--- config.mk ---
export PLATFORM = sky130hd
export DESIGN_NAME = sdbg_ctl_unit
export DESIGN_NICKNAME = d
export VERILOG_FILES = /design/src/rtl/sdbg_pkg.sv /design/src/rtl/sdbg_match.sv /design/src/rtl/sdbg_gate.sv /design/src/rtl/sdbg_store.sv /design/src/rtl/sdbg_ctl_unit.sv
export SDC_FILE = /design/constraint.sdc
export NUM_CORES = 1
export LEC_CHECK = 0
export BUFFER_PORTS_ARGS = -buffer_cell sky130_fd_sc_hd__buf_2
export CORE_UTILIZATION = 26
export DETAILED_ROUTE_END_ITERATION = 10
export GPL_TIMING_DRIVEN = 0
export PLACE_DENSITY = 0.75
export REMOVE_ABC_BUFFERS = 1
export SYNTH_ARGS = -nofsm -noshare
export SYNTH_HDL_FRONTEND = slang
export SYNTH_SLANG_ARGS = --single-unit
--- constraint.sdc ---
create_clock -name clk -period 0.8 [get_ports clk]
set_input_delay 0.16 -clock clk [delete_from_list [all_inputs] [get_ports clk]]
set_output_delay 0.16 -clock clk [all_outputs]
set_load 0.05 [all_outputs]
--- src/rtl/sdbg_pkg.sv ---
package sdbg_pkg;

  typedef enum logic [1:0] {
    OUT_DONE  = 2'd0,
    OUT_UNDEF = 2'd1,
    OUT_TRAP  = 2'd2
  } sdbg_outcome_e;

  typedef struct packed {
    logic [3:0] coproc;
    logic [2:0] opc1;
    logic [3:0] crn;
    logic [3:0] crm;
    logic [2:0] opc2;
  } sdbg_enc_t;

  localparam sdbg_enc_t SDBG_ENC_DEFAULT = '{
    coproc: 4'b1111, opc1: 3'b000, crn: 4'b0001, crm: 4'b0001, opc2: 3'b001
  };

  // Ordered permission chain for a matched access.
  function automatic sdbg_outcome_e sdbg_judge(
    input logic [1:0] el,
    input logic       ns,
    input logic       hyp_on,
    input logic       hyp_trp,
    input logic       lock,
    input logic       wr
  );
    sdbg_outcome_e res;
    case (el)
      2'd1: begin
        if (hyp_on && hyp_trp) res = OUT_TRAP;
        else if (!ns)          res = OUT_DONE;
        else                   res = OUT_UNDEF;
      end
      2'd3: begin
        if (wr && !ns && lock) res = OUT_UNDEF;
        else                   res = OUT_DONE;
      end
      default: res = OUT_UNDEF;
    endcase
    return res;
  endfunction

endpackage

--- src/rtl/sdbg_match.sv ---
module sdbg_match
  import sdbg_pkg::*;
#(
  parameter sdbg_enc_t ENC = SDBG_ENC_DEFAULT
) (
  input  sdbg_enc_t enc,
  output logic      hit
);
  localparam int NF = 5;
  logic [NF-1:0] fld_eq;

  always_comb begin
    fld_eq[0] = (enc.coproc == ENC.coproc);
    fld_eq[1] = (enc.opc1   == ENC.opc1);
    fld_eq[2] = (enc.crn    == ENC.crn);
    fld_eq[3] = (enc.crm    == ENC.crm);
    fld_eq[4] = (enc.opc2   == ENC.opc2);
  end

  assign hit = &fld_eq;
endmodule

--- src/rtl/sdbg_gate.sv ---
module sdbg_gate
  import sdbg_pkg::*;
(
  input  logic [1:0]    el,
  input  logic          ns,
  input  logic          hyp_on,
  input  logic          hyp_trp,
  input  logic          lock,
  input  logic          wr,
  output sdbg_outcome_e outcome
);
  assign outcome = sdbg_judge(el, ns, hyp_on, hyp_trp, lock, wr);
endmodule

--- src/rtl/sdbg_store.sv ---
module sdbg_store #(
  parameter int DATA_W   = 32,
  parameter int CTL_BITS = 2
) (
  input  logic                clk,
  input  logic                rst_n,
  input  logic                wr_en,
  input  logic [CTL_BITS-1:0] wr_bits,
  input  logic                ns,
  output logic [CTL_BITS-1:0] ctl_q,
  output logic [DATA_W-1:0]   rd_val,
  output logic [CTL_BITS-1:0] en_out
);
  localparam int PAD_W = DATA_W - CTL_BITS;

  for (genvar i = 0; i < CTL_BITS; i++) begin : g_bit
    always_ff @(posedge clk or negedge rst_n) begin
      if (!rst_n)     ctl_q[i] <= 1'b0;
      else if (wr_en) ctl_q[i] <= wr_bits[i];
    end
    assign en_out[i] = ctl_q[i] & ~ns;
  end

  assign rd_val = {{PAD_W{1'b0}}, ctl_q};
endmodule

--- src/rtl/sdbg_ctl_unit.sv ---
module sdbg_ctl_unit
  import sdbg_pkg::*;
#(
  parameter int         DATA_W   = 32,
  parameter int         CTL_BITS = 2,
  parameter int         SYN_W    = 6,
  parameter logic [5:0] TRAP_SYN = 6'h03
) (
  input  logic              clk,
  input  logic              rst_n,
  input  logic              req_vld,
  input  logic              req_wr,
  input  logic [3:0]        req_coproc,
  input  logic [2:0]        req_opc1,
  input  logic [3:0]        req_crn,
  input  logic [3:0]        req_crm,
  input  logic [2:0]        req_opc2,
  input  logic [DATA_W-1:0] req_wdata,
  input  logic [1:0]        cur_el,
  input  logic              ns_state,
  input  logic              hyp_en,
  input  logic              hyp_trap,
  input  logic              wr_lock,
  output logic              rsp_done,
  output logic              rsp_undef,
  output logic              rsp_trap,
  output logic [SYN_W-1:0]  rsp_syndrome,
  output logic [DATA_W-1:0] rsp_rdata,
  output logic              en_inv,
  output logic              en_noninv
);
  sdbg_enc_t           acc_enc;
  logic                acc_hit;
  logic                acc_fire;
  sdbg_outcome_e       acc_outcome;
  logic                wr_commit;
  logic [CTL_BITS-1:0] ctl_q;
  logic [CTL_BITS-1:0] en_vec;
  logic [DATA_W-1:0]   rd_val;
  logic                unused_wdata_hi;

  assign acc_enc = '{coproc: req_coproc, opc1: req_opc1, crn: req_crn,
                     crm: req_crm, opc2: req_opc2};

  sdbg_match u_match (
    .enc (acc_enc),
    .hit (acc_hit)
  );

  sdbg_gate u_gate (
    .el      (cur_el),
    .ns      (ns_state),
    .hyp_on  (hyp_en),
    .hyp_trp (hyp_trap),
    .lock    (wr_lock),
    .wr      (req_wr),
    .outcome (acc_outcome)
  );

  assign acc_fire  = req_vld & acc_hit;
  assign wr_commit = acc_fire & req_wr & (acc_outcome == OUT_DONE);

  sdbg_store #(.DATA_W(DATA_W), .CTL_BITS(CTL_BITS)) u_store (
    .clk     (clk),
    .rst_n   (rst_n),
    .wr_en   (wr_commit),
    .wr_bits (req_wdata[CTL_BITS-1:0]),
    .ns      (ns_state),
    .ctl_q   (ctl_q),
    .rd_val  (rd_val),
    .en_out  (en_vec)
  );

  assign unused_wdata_hi = ^req_wdata[DATA_W-1:CTL_BITS];

  always_ff @(posedge clk or negedge rst_n) begin
    if (!rst_n) begin
      rsp_done     <= 1'b0;
      rsp_undef    <= 1'b0;
      rsp_trap     <= 1'b0;
      rsp_syndrome <= '0;
      rsp_rdata    <= '0;
    end else begin
      rsp_done     <= acc_fire && (acc_outcome == OUT_DONE);
      rsp_undef    <= acc_fire && (acc_outcome == OUT_UNDEF);
      rsp_trap     <= acc_fire && (acc_outcome == OUT_TRAP);
      rsp_syndrome <= (acc_fire && acc_outcome == OUT_TRAP) ? TRAP_SYN[SYN_W-1:0] : '0;
      rsp_rdata    <= (acc_fire && !req_wr && acc_outcome == OUT_DONE) ? rd_val : '0;
    end
  end

  assign en_inv    = en_vec[0];
  assign en_noninv = en_vec[1];
endmodule

==> flow_metrics.env <==
export IMPL_grt_pass1_vias=555
export IMPL_dieArea_mm2=0.00291
export IMPL_netlist_area_um2=701
export IMPL_pwr_share_clk=0.267
export IMPL_critPathLaunch="req_crm[2]"
export IMPL_seqPwrFrac=0.298
export IMPL_maxCapViolCount=0
export IMPL_via_per_inst=4.08
export IMPL_final_period_utilization=2.11
export IMPL_violations="negative setup slack"
export IMPL_start_kind="primary input"
export IMPL_leakage_nw=0.506
export IMPL_synthFlopType="dfrtp_1"
export IMPL_grtUsageTotal=0.109
export IMPL_crit_buf_inv=1
export IMPL_drv_slew=0
export IMPL_post_place_ws_ns=-1.29
export IMPL_hp_class="in -> reg"
export IMPL_yosysWarnings=0
export IMPL_path_max_fanout=2
export IMPL_post_route_drc_count=0
export IMPL_worstSetupEndpoint="u_store.ctl_q[0]"
export IMPL_crit_type="in -> reg"
export IMPL_seq_area_um2=175
export IMPL_reg2reg_to="u_store.ctl_q[1]"
export IMPL_path_delay_family="simple AND/OR/NAND/NOR gates"
export IMPL_vias=608
export IMPL_initial_core_util=0.278
export IMPL_async_reset_ff_frac=1.00
export IMPL_synth_distinct_cells=20
export IMPL_cts_sinks=7
export IMPL_grt_max_degree=8
export IMPL_synth_enable_flop_cells=0
export IMPL_yosysSeqAreaShare=0.250
export IMPL_dr_first_iter_drc_count=2
export IMPL_overflow=0
export IMPL_p_sw_frac=0.471
export IMPL_worst_pin_slew_ns=0.576
export IMPL_path_clk_slew_ns=0.05
export IMPL_core_area_mm2=0.00252
export IMPL_layout_drive_gt1_share=0.479
export IMPL_dieWidth_um=53.9
export IMPL_synth_area_leaders="buf_4, dfrtp_1, nor4b_1, or4b_1, nand4b_1"
export IMPL_fin_setup_tns_ns=-5.59
export IMPL_fin_ws_ns=-0.884
export IMPL_clkLatencyLatePin_ns=0.25
export IMPL_clock_path_buffers=2
export IMPL_cp_arrival_ns=1.81
export IMPL_ios=103
export IMPL_syn_area_per_cell_um2=9.22
export IMPL_slew_headroom=0.615
export IMPL_synth_top_area_cell="buf_4"
export IMPL_p_per_area_mw_per_mm2=1180
export IMPL_routed_wl_um=1540
export IMPL_finClkSkew_ns=0.00315
export IMPL_cts_buffers=3
export IMPL_antenna_found_initial=0
export IMPL_reg2reg_from="u_store.ctl_q[1]"
export IMPL_fmax_mhz=594
export IMPL_htree_levels=1
export IMPL_placedCellCount=141
export IMPL_synthCells=76
export IMPL_fill_cells=268
export IMPL_die_h_um=53.9
export IMPL_area_delta_synth_final_pct=44.1
export IMPL_crit_slowest_cell="or4_4"
export IMPL_power_internal_w=0.000629
export IMPL_path_cells="buf_6 > or4b_1 > or4_4 > nor4_4 > mux2_1"
export IMPL_drt_pass1_iter_count=3
export IMPL_combPwrFrac=0.435
export IMPL_cp_end_kind="register"
export IMPL_p_switching_w=0.000561
export IMPL_wl_per_cell_um=10.3
export IMPL_port_buffers=38
export IMPL_period_minus_slack_ns=1.68
export IMPL_slowest_delay_ns=0.52
export IMPL_tritoncts="done"
export IMPL_placementRows=18
export IMPL_rsz0062_at_grt="yes"
export IMPL_worstPathRequired_ns=0.93
export IMPL_hold_ws_ns=0.111
export IMPL_synth_seq_cells=7
export IMPL_ant_nets=0
export IMPL_p_total_w=0.00119
export IMPL_yosys_top_cells_count="buf_4, dfrtp_1, nor4b_1"
export IMPL_gp_congestion=0.651
export IMPL_fin_cells=149
export IMPL_crit_cells=5
export IMPL_vdd_drop_max_mv=0.745
export IMPL_dpl_hpwl_um=1120
export IMPL_grt_pass1_wl_um=2190
export IMPL_status="complete, but fails checks"
export IMPL_r2r_cells=2
export IMPL_root_buffer="clkbuf_4"
export IMPL_yosys_area_top_type_share=0.386
export IMPL_final_hold_viol_count=0
export IMPL_fin_nets=180
export IMPL_antenna_cells=0
export IMPL_setup_violations=16
export IMPL_yosysMostFrequentCell="buf_4"
export IMPL_r2r_slack_ns=-0.12
export IMPL_multi_input_area_um2=472
## area by class of cell
class | count | share of cell area
sequential | 7 | 0.173
multi-input combinational | 66 | 0.467
clock buffer | 4 | 0.0260
timing repair buffer | 42 | 0.296
tap | 30 | 0.0372
## worst min path at each step
| stage | from | endpoint | slack, ns | depth (start not counted) |
|---|---|---|---|---|
| final | cur_el[1] | rsp_syndrome[0] | 0.11 | 2 |
| after floorplan | rst_n | rsp_done | -0.14 | 0 |
| after global placement | rst_n | rsp_rdata[1] | 0.0005 | 1 |
| after detailed placement | rst_n | rsp_rdata[1] | 0.0007 | 1 |
| after global routing | cur_el[1] | rsp_syndrome[0] | 0.11 | 2 |
| after CTS | cur_el[1] | rsp_syndrome[0] | 0.10 | 2 |
## cell usage in the layout, fill, tap and decap left out, types with 2 or more instances in the layout
| cell type | instances |
|---|---|
| buf_2 | 27 |
| buf_4 | 2 |
| buf_6 | 11 |
| clkbuf_4 | 3 |
| conb_1 | 34 |
| dfrtp_1 | 7 |
| mux2_1 | 2 |
| nand2_1 | 2 |
| nand3_1 | 2 |
| nand4b_1 | 3 |
| nor2_1 | 2 |
| nor2b_4 | 2 |
| nor4b_1 | 2 |
| nor4b_2 | 2 |
| or4b_1 | 2 |
## through the flow
step / util / instance area, um^2
after floorplan: - / 554
after global placement: 0.310 / 782
after detailed placement: 0.310 / 782
after CTS: 0.379 / 956
after global routing: 0.400 / 1010
final: 0.400 / 1010
## power groups by stage
stage	clock [W]	sequential, W	combinational, W
finish	0.000318	0.000355	0.000518
global route	0.000341	0.000354	0.000544
CTS	0.000323	0.000355	0.000501
detailed placement	0	0.000361	0.000482
global placement	0	0.000361	0.000480
floorplan	0	0.000361	0.000378
## state kept, by name, summed over array words and instances (netlist names)
| name | count |
|---|---|
| rsp_done | 1 |
| rsp_rdata | 2 |
| rsp_syndrome | 1 |
| rsp_undef | 1 |
| u_store.ctl_q | 2 |
## cells by family after synthesis
| logic type | synth area share |
|---|---|
| buffers and inverters | 0.386 |
| other | 0.00535 |
| multiplexers | 0.0321 |
| AO/OA/AOI/OAI | 0.0161 |
| AND/OR/NAND/NOR | 0.311 |
| flip-flops | 0.250 |
## what timing repair did
item	in CTS	in global routing
buffers inserted	2	1
hold buffers	1	0
endpoints found under the setup margin	16	16
pin swaps	4	4
hold endpoints to repair	7	0
resized for setup	31	8
## routing by layer
layer	global-route usage	wire length [um]	up-vias
met2	0.224	806	57
li1	-	-	286
met3	0.0169	171	0
met4	0.0395	0	0
met5	0	0	-
met1	0.105	564	265
No activity file was read; power rests on OpenSTA's default activity.
